[src/rtl/shunt_autorange.sv]
module shunt_autorange #(
  parameter int CNT_W       = 12,
  parameter int SYNC_STAGES = 2
) (
  input  logic             clk,
  input  logic             rst,
  input  logic             over_i,
  input  logic             under_i,
  input  logic             alert_i,
  input  logic [CNT_W-1:0] settle_i,
  input  logic             snap_i,
  output logic             sw_lo_o,
  output logic             sw_hi_o,
  output logic [1:0]       range_o,
  output logic             changed_o
);

  localparam logic [1:0] CODE_HI  = 2'b00;
  localparam logic [1:0] CODE_LOW = 2'b11;

  logic [SYNC_STAGES-1:0] ov_q, un_q, al_q;
  logic                   ov_s, un_s, al_s;
  logic [1:0]             code_q, code_d;
  logic [CNT_W-1:0]       hold_q;
  logic                   load;
  logic                   flag_q;

  always_ff @(posedge clk) begin
    if (rst) begin
      ov_q <= '0;
      un_q <= '0;
      al_q <= '0;
    end else begin
      ov_q <= {ov_q[SYNC_STAGES-2:0], over_i};
      un_q <= {un_q[SYNC_STAGES-2:0], under_i};
      al_q <= {al_q[SYNC_STAGES-2:0], alert_i};
    end
  end

  assign ov_s = ov_q[SYNC_STAGES-1];
  assign un_s = un_q[SYNC_STAGES-1];
  assign al_s = al_q[SYNC_STAGES-1];

  always_comb begin
    code_d = code_q;
    load   = 1'b0;
    if (al_s) begin
      if (code_q != CODE_LOW) begin
        code_d = CODE_LOW;
        load   = 1'b1;
      end
    end else if (hold_q == '0) begin
      if (ov_s) begin
        if (code_q != CODE_LOW) begin
          code_d = {code_q[0], 1'b1};
          load   = 1'b1;
        end
      end else if (un_s) begin
        if (code_q != CODE_HI) begin
          code_d = {1'b0, code_q[1]};
          load   = 1'b1;
        end
      end
    end
  end

  always_ff @(posedge clk) begin
    if (rst) begin
      code_q <= CODE_LOW;
      hold_q <= '0;
      flag_q <= 1'b0;
    end else begin
      code_q <= code_d;
      if (load)
        hold_q <= settle_i;
      else if (hold_q != '0)
        hold_q <= hold_q - 1'b1;
      if (load)
        flag_q <= 1'b1;
      else if (snap_i)
        flag_q <= 1'b0;
    end
  end

  assign sw_lo_o   = code_q[0];
  assign sw_hi_o   = code_q[1];
  assign range_o   = {code_q[1], code_q[0] & ~code_q[1]};
  assign changed_o = flag_q;

endmodule

[config.mk]
export PLATFORM = sky130hd
export DESIGN_NAME = shunt_autorange
export DESIGN_NICKNAME = d
export VERILOG_FILES = /design/src/rtl/shunt_autorange.sv
export SDC_FILE = /design/constraint.sdc
export NUM_CORES = 1
export LEC_CHECK = 0
export ABC_AREA = 1
export BUFFER_PORTS_ARGS = -buffer_cell sky130_fd_sc_hd__buf_2
export CAP_MARGIN = 20
export CORE_MARGIN = 3
export CORE_UTILIZATION = 53
export DETAILED_ROUTE_END_ITERATION = 7
export PLACE_DENSITY_LB_ADDON = 0.08
export SETUP_SLACK_MARGIN = 0.05
export SYNTH_ARGS = -nofsm -noshare
export SYNTH_HDL_FRONTEND = slang
export SYNTH_SLANG_ARGS = --single-unit
[constraint.sdc]
create_clock -name clk -period 1.8 [get_ports clk]
set_input_delay 0.18 -clock clk [delete_from_list [all_inputs] [get_ports clk]]
set_output_delay 0.18 -clock clk [all_outputs]
set_load 0.02 [all_outputs]
==> summary.txt, run 1 <==
Synthesis
  • Cell accounting for the most synthesized area: dfxtp_1
  • Synth cell types: 27
  • Syn nets: 197
  • Top_reg_cell synth: dfxtp_1
  • Syn avg cell area: 6.64 um2
  • Synth Instances: 177
  • Number of enable flip-flop cells after synthesis: 0
  • Top-area cell type share of the netlist area: 0.358
  • Ys Warns: 0
  • Ranking of synthesized cells by area: dfxtp_1 36%, nand2_1 12%, nor2_1 8.9%
  • Post-synthesis sequential area ratio: 0.358
  • Leading cell types by count after synthesis: 39 x nand2_1, 28 x nor2_1, 25 x inv_1, 21 x dfxtp_1, 16 x nand3_1
  • Flops & latches, synth: 21
  • Synthesized cell area: 0.00117 mm2
  • Most frequent cell after synthesis: nand2_1
  • Async SR Flop Fraction: 0

GRT
  • GR Layer Usage met1: 0.266
  • Largest net degree at the start of global routing: 16
  • First-pass GRT wire length: 4.31 mm
  • Met2 GRT Util: 0.347
  • GR peak layer: met2
  • Vias in the first global route: 1045
  • GR Overflow Total: 0
  • Routing usage on met3: 0.0254
  • GRT Overall Usage: 0.206
  • Antenna violations before repair: 0

Setup path
  • Setup crit start: hold_q[0]$_SDFFE_PP0P_
  • CP Capture Type: flop
  • Worst endpoint required time: 2.04 ns
  • Worst R2R End: hold_q[3]$_SDFFE_PP0P_
  • Critical Path Stages: 8
  • Worst path slowest cell: dfxtp_1
  • Crit path DAT: 1.79 ns
  • CP Launch Type: flop
  • Worst path bufs/invs: 1
  • Reg2reg setup slack: 0.25 ns
  • Critical Path End: hold_q[3]$_SDFFE_PP0P_
  • Critical path type: flop to flop
  • Worst path top cell family by delay: compound AO/OA/AOI/OAI gates
  • Slowest stage delay, CP: 0.33 ns
  • R2R depth: 8
  • Crit Path Max Fanout: 10
  • Launching point of the worst reg2reg path: hold_q[0]$_SDFFE_PP0P_
  • Crit path cell chain: inv_1 > ha_1 > nand2_2 > nor2_2 > nand3_2 > o21ai_4 > nand2_1 > a21oi_1

Clock network
  • Setup bufs post-CTS: 0
  • CTS buffer count: 3
  • Clock buffer depth: 2
  • CTS root buf: clkbuf_4
  • Max H-tree Level: 1
  • CTS Sinks: 21
  • Resized Gates After CTS: 0
  • Hold_buf cts: 0
  • CTS tree: yes
  • Reg clk slew, reported paths: 0.11 ns
  • Worst-Skew Late Latency: 0.30 ns

STA
  • Headroom to the max-slew limit: 0.805
  • Final Hold Violating Endpoints: 0
  • Setup TNS: 0 ns
  • Unrepaired setup endpoints after global routing: no
  • Worst Tran Pin Value: 0.291 ns
  • Highest clock rate: 645 MHz
  • Final Setup Violations: 0
  • Max-slew violation count: 0
  • Final critical-path required period: 1.55 ns
  • Final period utilization: 0.862
  • Skew final: 0.00711 ns

Floorplanning
  • Die Wd: 53.1 um
  • I/O pins: 23
  • Core area: 0.00202 mm2
  • Die area: 0.00282 mm2
  • Initial Utilization: 0.581
  • Die height: 53.1 um
  • Rows: 16

Layout
  • Area of the multi-input gates: 646 um2
  • Register Area: 420 um2
  • Ant diodes: 0
  • NumNets Final: 223
  • Fillers: 195
  • Area Overhead vs Synth: 14.3%
  • Layout cell share with drive strength beyond 1: 0.203
  • Fin util: 0.664

Outcome
  • Status: completed

Pwr
  • LEAKAGE: 0.000688 uW
  • Peak VDD IR: 0.807 mV
  • Power Density: 1460 mW/mm2

Placement
  • GP Congestion: 0.906
  • Hpwl dp: 1.92 mm
  • I/O Buffers: 22

Routing
  • Via Count: 1156
  • Post-detailed-route wirelength per cell: 10.8 um
  • Residual DRC: 0
  • WL final: 2.47 mm
  • Initial DRT Pass Iterations: 4
  • Via density: 5.05
  • Detail Route Antenna Nets: 0
  • Iter 0 DRT Violations: 23

Min path
  • Worst min path class: input pin to flop

Run
  • Max-cap viol count: 0
layer usage:
layer  vias up  wire length [um]
met3         5               128
met4         0                31
met5         -                 0
met1       500              1140
li1        613                 -
met2        38              1170
placed cells by master, fill, tap and decap left out, drive strengths merged:
master / instances
nand2: 43
nor2: 34
inv: 26
buf: 23
dfxtp: 21
nand3: 17
a21oi: 9
o21ai: 8
nand4: 3
o211ai: 3
clkbuf: 3
nor3: 3
xor2: 2
ha: 2
or2: 1
and2: 1
and3: 1
nand3b: 1
clkinv: 1
metrics by stage:
step / cells / cell area (um2) / setup WS [ns] / hold WS (ns) / total power, uW
3_5_place_dp: 225 / 1320 / 0.251 / 0.386 / 1720
4_1_cts: 229 / 1340 / 0.221 / 0.0658 / 1960
3_3_place_gp: 225 / 1320 / 0.318 / 0.381 / 1690
5_1_grt: 229 / 1340 / 0.0633 / 0.0668 / 2140
6_report: 229 / 1340 / 0.249 / 0.0686 / 1960
2_1_floorplan: 177 / 1170 / 0.435 / 0.249 / 1490
worst min path at each step:
stage	startpoint	to	slack, ns	cells after the start
after floorplan	rst	hold_q[5]$_SDFFE_PP0P_	0.25	1
after global placement	alert_i	al_q[0]$_SDFF_PP0_	0.38	3
after detailed placement	under_i	un_q[0]$_SDFF_PP0_	0.39	3
after CTS	under_i	un_q[0]$_SDFF_PP0_	0.07	3
after global routing	alert_i	al_q[0]$_SDFF_PP0_	0.07	3
final	under_i	un_q[0]$_SDFF_PP0_	0.07	3
power breakdown:
part	leakage [uW]	switching [uW]	internal (uW)	total (uW)
Clock	0.0000177	146	82.9	229
Sequential	0.000173	92.1	565	657
Combinational	0.000497	661	409	1070
worst reg2reg max path: stages, from the launching register on:
cell	delay, ns
dfxtp_1	0.33
inv_1	0.13
ha_1	0.24
nand2_2	0.08
nor2_2	0.11
nand3_2	0.10
o21ai_4	0.28
nand2_1	0.08
a21oi_1	0.14
layout make-up:
class / instances / area share
well taps: 27 / 0.0252
multi-input cells: 128 / 0.481
flip-flops and latches: 21 / 0.313
clock inverters: 1 / 0.00373
clock buffers: 3 / 0.0168
repair buffers: 23 / 0.0876
inverters: 26 / 0.0727
cell families after synthesis:
group	count (synthesis)	share of synthesized area
simple gates	104	0.412
buf+inv	28	0.0926
flops	21	0.358
compound gates	20	0.101
xor+xnor	2	0.0149
fa+ha+maj	2	0.0213
registers in the layout (all words and copies together), names as in the netlist:
signal,cells
code_q,2
ov_q,2
un_q,2
changed_o,1
al_q,2
hold_q,12
Power figures use the tool's default switching activity.
==> inputs of run 2 (changes only) <==
CORE_ASPECT_RATIO = 0.75   (was default)
HOLD_SLACK_MARGIN = 0.08   (was default)
==> summary.txt, run 2 (synthesis gave the netlist of run 1 again) <==
Clock network
  • CTS root buf: clkbuf_4
  • Max H-tree Level: 1 (unchanged)
  • Clock buffer depth: 2 (unchanged)
  • CTS tree: yes
  • Resized Gates After CTS: 0 (unchanged)
  • CTS Sinks: 21 (unchanged)
  • CTS buffer count: 3 (unchanged)
  • Worst-Skew Late Latency: 0.31 ns (about the same)
  • Reg clk slew, reported paths: 0.13 ns (+0.02 ns)
  • Setup bufs post-CTS: 0 (unchanged)

STA
  • Headroom to the max-slew limit: 0.791 (-0.0147)
  • Setup TNS: 0 ns (unchanged)
  • Highest clock rate: 631 MHz (-2.0%)
  • Final critical-path required period: 1.58 ns (+0.0323 ns)
  • Worst Tran Pin Value: 0.313 ns (+0.0219 ns)
  • Final period utilization: 0.880 (+0.0179)
  • Skew final: 0.00596 ns (-0.00115 ns)
  • Final Setup Violations: 0 (unchanged)
  • Max-slew violation count: 0 (unchanged)
  • Final Hold Violating Endpoints: 0 (unchanged)
  • Unrepaired setup endpoints after global routing: yes

Setup path
  • Worst endpoint required time: 2.05 ns (about the same)
  • Launching point of the worst reg2reg path: hold_q[0]$_SDFFE_PP0P_
  • Setup crit start: hold_q[0]$_SDFFE_PP0P_
  • Critical path type: flop to flop
  • CP Capture Type: flop
  • Crit Path Max Fanout: 10 (unchanged)
  • Crit path DAT: 1.84 ns (+0.05 ns)
  • CP Launch Type: flop

Routing
  • Residual DRC: 0 (unchanged)
  • Detail Route Antenna Nets: 0 (unchanged)
  • Post-detailed-route wirelength per cell: 11.3 um (+4.5%)
  • Via density: 4.98 (-1.4%)
  • Iter 0 DRT Violations: 38 (+65%)
  • Via Count: 1150 (-0.52%)
  • WL final: 2.61 mm (+5.4%)
  • Initial DRT Pass Iterations: 5 (+1)

Layout
  • Ant diodes: 0 (unchanged)
  • Area Overhead vs Synth: 18.4%
  • Layout cell share with drive strength beyond 1: 0.198 (-0.00490)
  • Final Non-Filler Cells: 231 (+0.87%)
  • Commonest non-fill, non-tap cell in the layout: nand2_1
  • Reg with most FFs: hold_q
  • Most frequent cells in the layout: 39 x nand2_1, 28 x nor2_1, 25 x inv_1
  • Fin util: 0.679 (+0.0149)
  • Largest register FFs: 12 (unchanged)
  • NumNets Final: 228 (+2.2%)

GRT
  • First-pass GRT wire length: 4.31 mm (-0.16%)
  • Vias in the first global route: 958 (-8.3%)
  • GRT Overall Usage: 0.209 (+0.00301)
  • GR Overflow Total: 0 (unchanged)
  • Antenna violations before repair: 0 (unchanged)
  • Largest net degree at the start of global routing: 16 (unchanged)

Floorplanning
  • Die area: 0.00282 mm2 (+0.22%)
  • Core area: 0.00205 mm2 (+1.4%)
  • Die height: 46.8 um (-12%)
  • I/O pins: 23 (unchanged)
  • Die Wd: 60.4 um (+14%)
  • Rows: 14 (-2)
  • Initial Utilization: 0.573 (-0.00780)

Pwr
  • Switching Share: 0.464 (+0.00414)
  • Pwr Total: 1990 uW (+1.7%)
  • Comb pwr share: 0.547 (about the same)
  • Clock share of power: 0.123 (+0.006)
  • Peak VDD IR: 1.01 mV (+26%)
  • Power Density: 1430 mW/mm2 (-1.9%)
  • Pint: 1070 uW (+0.92%)
  • Sequential share of power: 0.330 (-0.006)
  • LEAKAGE: 0.000705 uW (+2.5%)
  • Switching pwr: 922 uW (+2.6%)

Placement
  • I/O Buffers: 22 (unchanged)
  • Hpwl dp: 1.94 mm (+1.2%)
  • # placed instances: 222 (-1.3%)
  • GP Congestion: 0.870 (-4.0%)

Run
  • Max-cap viol count: 0 (unchanged)

Min path
  • Hold_sp: settle_i[11]
  • Worst min path class: input pin to flop

Outcome
  • Status: completed
==> run 2: changes by cell type in the layout (fill, tap and decap cells not counted), sizes merged <==
cell,previous run,this run
clkinv,1,0
clkinvlp,0,1
dlygate4sd3,0,5
==> run 2: stage by stage <==
stage          instance area [um2]  hold slack (ns)  setup slack [ns]
6_report                      1390           0.0799             0.216
5_1_grt                       1390           0.0821            0.0453
4_1_cts                       1370           0.0808             0.235
3_5_place_dp                  1310            0.387             0.249
3_3_place_gp                  1310            0.378             0.315
2_1_floorplan                 1170            0.249             0.435
==> run 2: final timing paths <==
kind | endpoint | slack [ns] | cells past startpoint
hold reg to reg | un_q[1]$_SDFF_PP0_ | 0.41 | 2
hold / removal | hold_q[11]$_SDFFE_PP0P_ | 0.08 | 3
setup / recovery | hold_q[3]$_SDFFE_PP0P_ | 0.22 | 8
setup reg to reg | hold_q[3]$_SDFFE_PP0P_ | 0.22 | 8
==> run 2: critical path, stage by stage (launching register included) <==
cell	delay (ns)
dfxtp_1	0.34
inv_1	0.13
ha_1	0.22
nand2_2	0.08
nor2_2	0.11
nand3_2	0.11
o21ai_4	0.30
nand2_1	0.09
a21oi_1	0.14
==> run 2: layout make-up <==
cell class / count / area (um2)
inverters: 26 / 97.6
flip-flops and latches: 21 / 420
multi-input cells: 128 / 646
fillers: 188 / 658
repair buffers: 28 / 168
well taps: 24 / 30.0
clock buffers: 3 / 22.5
clock inverters: 1 / 7.51
==> run 2: layer usage <==
layer  up-vias  wire length [um]  track usage
met5         -                 0            0
li1        620                 -            -
met1       490              1270        0.301
met3         4               182       0.0659
met4         0                17       0.0133
met2        36              1140        0.321
==> run 2: power by group through the flow <==
stage	clock, uW	sequential [uW]	combinational, uW
2_1_floorplan	0	658	832
3_3_place_gp	0	661	1040
3_5_place_dp	0	667	1060
4_1_cts	251	656	1070
5_1_grt	279	672	1210
6_report	245	657	1090
==> run 2: timing repair <==
| action | 4_1_cts | 5_1_grt |
|---|---|---|
| endpoints found under the setup margin | 0 | 1 |
| hold buffers | 3 | 2 |
| hold endpoints to repair | 3 | 2 |
==> inputs of run 3 (changes only) <==
CORE_ASPECT_RATIO = 0.9   (was 0.75)
==> summary.txt, run 3 (synthesis gave the netlist of run 1 again) <==
Pwr
  • Pint: 1060 uW (-0.65%)
  • Comb pwr share: 0.546 (about the same)
  • Switching Share: 0.461 (-0.00324)
  • Pwr Total: 1960 uW (-1.2%)
  • Switching pwr: 904 uW (-1.9%)
  • Clock share of power: 0.117 (-0.006)
  • Sequential share of power: 0.337 (+0.007)
  • Power Density: 1430 mW/mm2 (+0.29%)
  • Peak VDD IR: 1.02 mV (+0.20%)
  • LEAKAGE: 0.000700 uW (-0.65%)

Setup path
  • CP Launch Type: flop
  • Slowest stage delay, CP: 0.31 ns (-0.03 ns)
  • Worst R2R End: hold_q[9]$_SDFFE_PP0P_
  • Crit path cell chain: inv_1 > ha_1 > nand2_2 > nor2_2 > nand3_2 > o21ai_4 > nand2_1 > nand3_1 > nor2_1
  • Worst path slowest cell: dfxtp_1
  • R2R depth: 9 (+1)
  • Worst endpoint required time: 2.02 ns (-0.03 ns)
  • Crit Path Max Fanout: 10 (unchanged)
  • Crit path DAT: 1.79 ns (-0.05 ns)
  • CP Capture Type: flop
  • Launching point of the worst reg2reg path: hold_q[1]$_SDFFE_PP0P_
  • Critical path type: flop to flop
  • Reg2reg setup slack: 0.23 ns (+0.02 ns)

Placement
  • Hpwl dp: 2.02 mm (+3.8%)
  • Pre-CTS WS: 0.243 ns (-0.00653 ns)
  • # placed instances: 223 (+0.45%)
  • GP Congestion: 0.874 (+0.37%)
  • I/O Buffers: 22 (unchanged)

STA
  • Final worst-path setup slack: 0.235 ns (+0.0186 ns)
  • Max-slew violation count: 0 (unchanged)
  • Final Hold Violating Endpoints: 0 (unchanged)
  • Final critical-path required period: 1.57 ns (-0.0186 ns)
  • Headroom to the max-slew limit: 0.802 (+0.0118)
  • Unrepaired setup endpoints after global routing: no
  • Final period utilization: 0.869 (-0.0104)
  • Final hold slack: 0.0899 ns (+0.0100 ns)
  • Skew final: 0.00725 ns (+0.00129 ns)
  • Setup TNS: 0 ns (unchanged)
  • Final Setup Violations: 0 (unchanged)
  • Worst Tran Pin Value: 0.295 ns (-0.0177 ns)
  • Highest clock rate: 639 MHz (+1.2%)

Min path
  • WHS Endpoint: hold_q[0]$_SDFFE_PP0P_
  • Worst min path class: input pin to flop
  • Hold_sp: settle_i[0]
  • Hold depth: 3 (unchanged)

Layout
  • Reg with most FFs: hold_q
  • Commonest non-fill, non-tap cell in the layout: nand2_1
  • Final Non-Filler Cells: 230 (-0.43%)
  • Layout cell share with drive strength beyond 1: 0.200 (+0.00193)
  • Most frequent cells in the layout: 39 x nand2_1, 28 x nor2_1, 25 x inv_1
  • Area Overhead vs Synth: 16.6%
  • Largest register FFs: 12 (unchanged)
  • Ant diodes: 0 (unchanged)
  • NumNets Final: 226 (-0.88%)

GRT
  • GRT Overall Usage: 0.209 (+0.000395)
  • Largest net degree at the start of global routing: 16 (unchanged)
  • First-pass GRT wire length: 4.64 mm (+7.9%)
  • GR Overflow Total: 0 (unchanged)
  • Vias in the first global route: 1033 (+7.8%)
  • Antenna violations before repair: 0 (unchanged)

Routing
  • Detail Route Antenna Nets: 0 (unchanged)
  • Residual DRC: 0 (unchanged)
  • WL final: 2.62 mm (+0.54%)
  • Iter 0 DRT Violations: 34 (-11%)
  • Detail Route met2 WL: 1.13 mm (-1.1%)
  • Via Count: 1161 (+0.96%)
  • Wire length on met3: 134 um (-26%)
  • Via density: 5.05 (+1.4%)
  • Post-detailed-route wirelength per cell: 11.4 um (+0.97%)
  • Met1 wire length: 1.34 mm (+5.4%)
  • Initial DRT Pass Iterations: 4 (-1)
  • DR top layer: met4

Clock network
  • Worst-Skew Late Latency: 0.31 ns (about the same)
  • CTS root buf: clkbuf_4
  • Max H-tree Level: 1 (unchanged)
  • Clock buffer depth: 2 (unchanged)
  • CTS tree: yes
  • CTS Sinks: 21 (unchanged)
  • Resized Gates After CTS: 0 (unchanged)
  • CTS buffer count: 3 (unchanged)
  • Reg clk slew, reported paths: 0.12 ns (about the same)

Floorplanning
  • Die Wd: 55.6 um (-7.8%)
  • Core area: 0.00201 mm2 (-2.0%)
  • Initial Utilization: 0.585 (+0.0118)
  • I/O pins: 23 (unchanged)
  • Die area: 0.00282 mm2 (-0.18%)
  • Rows: 15 (+1)
  • Die height: 50.7 um (+8.3%)

Outcome
  • Status: completed

Run
  • Max-cap viol count: 0 (unchanged)
==> run 3: cell types whose count changed in the layout (fill, tap and decap cells not counted) <==
cell           before  now
clkinvlp_4          1    0
dlygate4sd3_1       5    3
clkinv_2            0    1
==> run 3: metrics by stage <==
step	area [um2]	util
floorplan	1170	-
global placement	1310	0.654
detailed placement	1310	0.654
finish	1370	0.682
global route	1370	0.682
CTS	1370	0.682
==> run 3: what timing repair did <==
item,4_1_cts,5_1_grt
hold buffers,3,0
setup buffers,0,0
endpoints found under the hold margin,3,0
==> run 3: critical path, delay by kind of cell, from the launching register on <==
kind / cells / cell delay (ns)
buffers and inverters: 1 / 0.14
flip-flops: 1 / 0.31
adder cells (fa/ha/maj): 1 / 0.23
AND/OR/NAND/NOR: 6 / 0.50
AO/OA/AOI/OAI: 1 / 0.28
==> run 3: power groups by stage <==
| stage | Clock [uW] | Combinational, uW | Sequential (uW) |
|---|---|---|---|
| 2_1_floorplan | 0 | 832 | 658 |
| 3_3_place_gp | 0 | 1020 | 664 |
| 3_5_place_dp | 0 | 1060 | 670 |
| 4_1_cts | 237 | 1060 | 659 |
| 5_1_grt | 258 | 1240 | 673 |
| 6_report | 230 | 1070 | 662 |
==> run 3: worst max path at each step <==
stage                                start  slack (ns)                      to
finish              hold_q[1]$_SDFFE_PP0P_        0.23  hold_q[9]$_SDFFE_PP0P_
floorplan           hold_q[0]$_SDFFE_PP0P_        0.43  hold_q[9]$_SDFFE_PP0P_
CTS                 hold_q[1]$_SDFFE_PP0P_        0.23  hold_q[9]$_SDFFE_PP0P_
detailed placement  hold_q[1]$_SDFFE_PP0P_        0.24  hold_q[9]$_SDFFE_PP0P_
global placement    hold_q[0]$_SDFFE_PP0P_        0.33  hold_q[9]$_SDFFE_PP0P_
global route        hold_q[0]$_SDFFE_PP0P_        0.07  hold_q[6]$_SDFFE_PP0P_
==> run 3: layout make-up <==
cell class / instances / area (um2)
clock buffers: 3 / 22.5
clock inverters: 1 / 5.00
fillers: 180 / 638
inverters: 26 / 97.6
multi-input cells: 128 / 646
flip-flops and latches: 21 / 420
well taps: 25 / 31.3
repair buffers: 26 / 148
==> run 3: routing by layer <==
metal / up-vias / global-route usage
li1: 614 / -
met1: 511 / 0.291
met2: 34 / 0.311
met3: 2 / 0.0540
met4: 0 / 0.0688
met5: - / 0
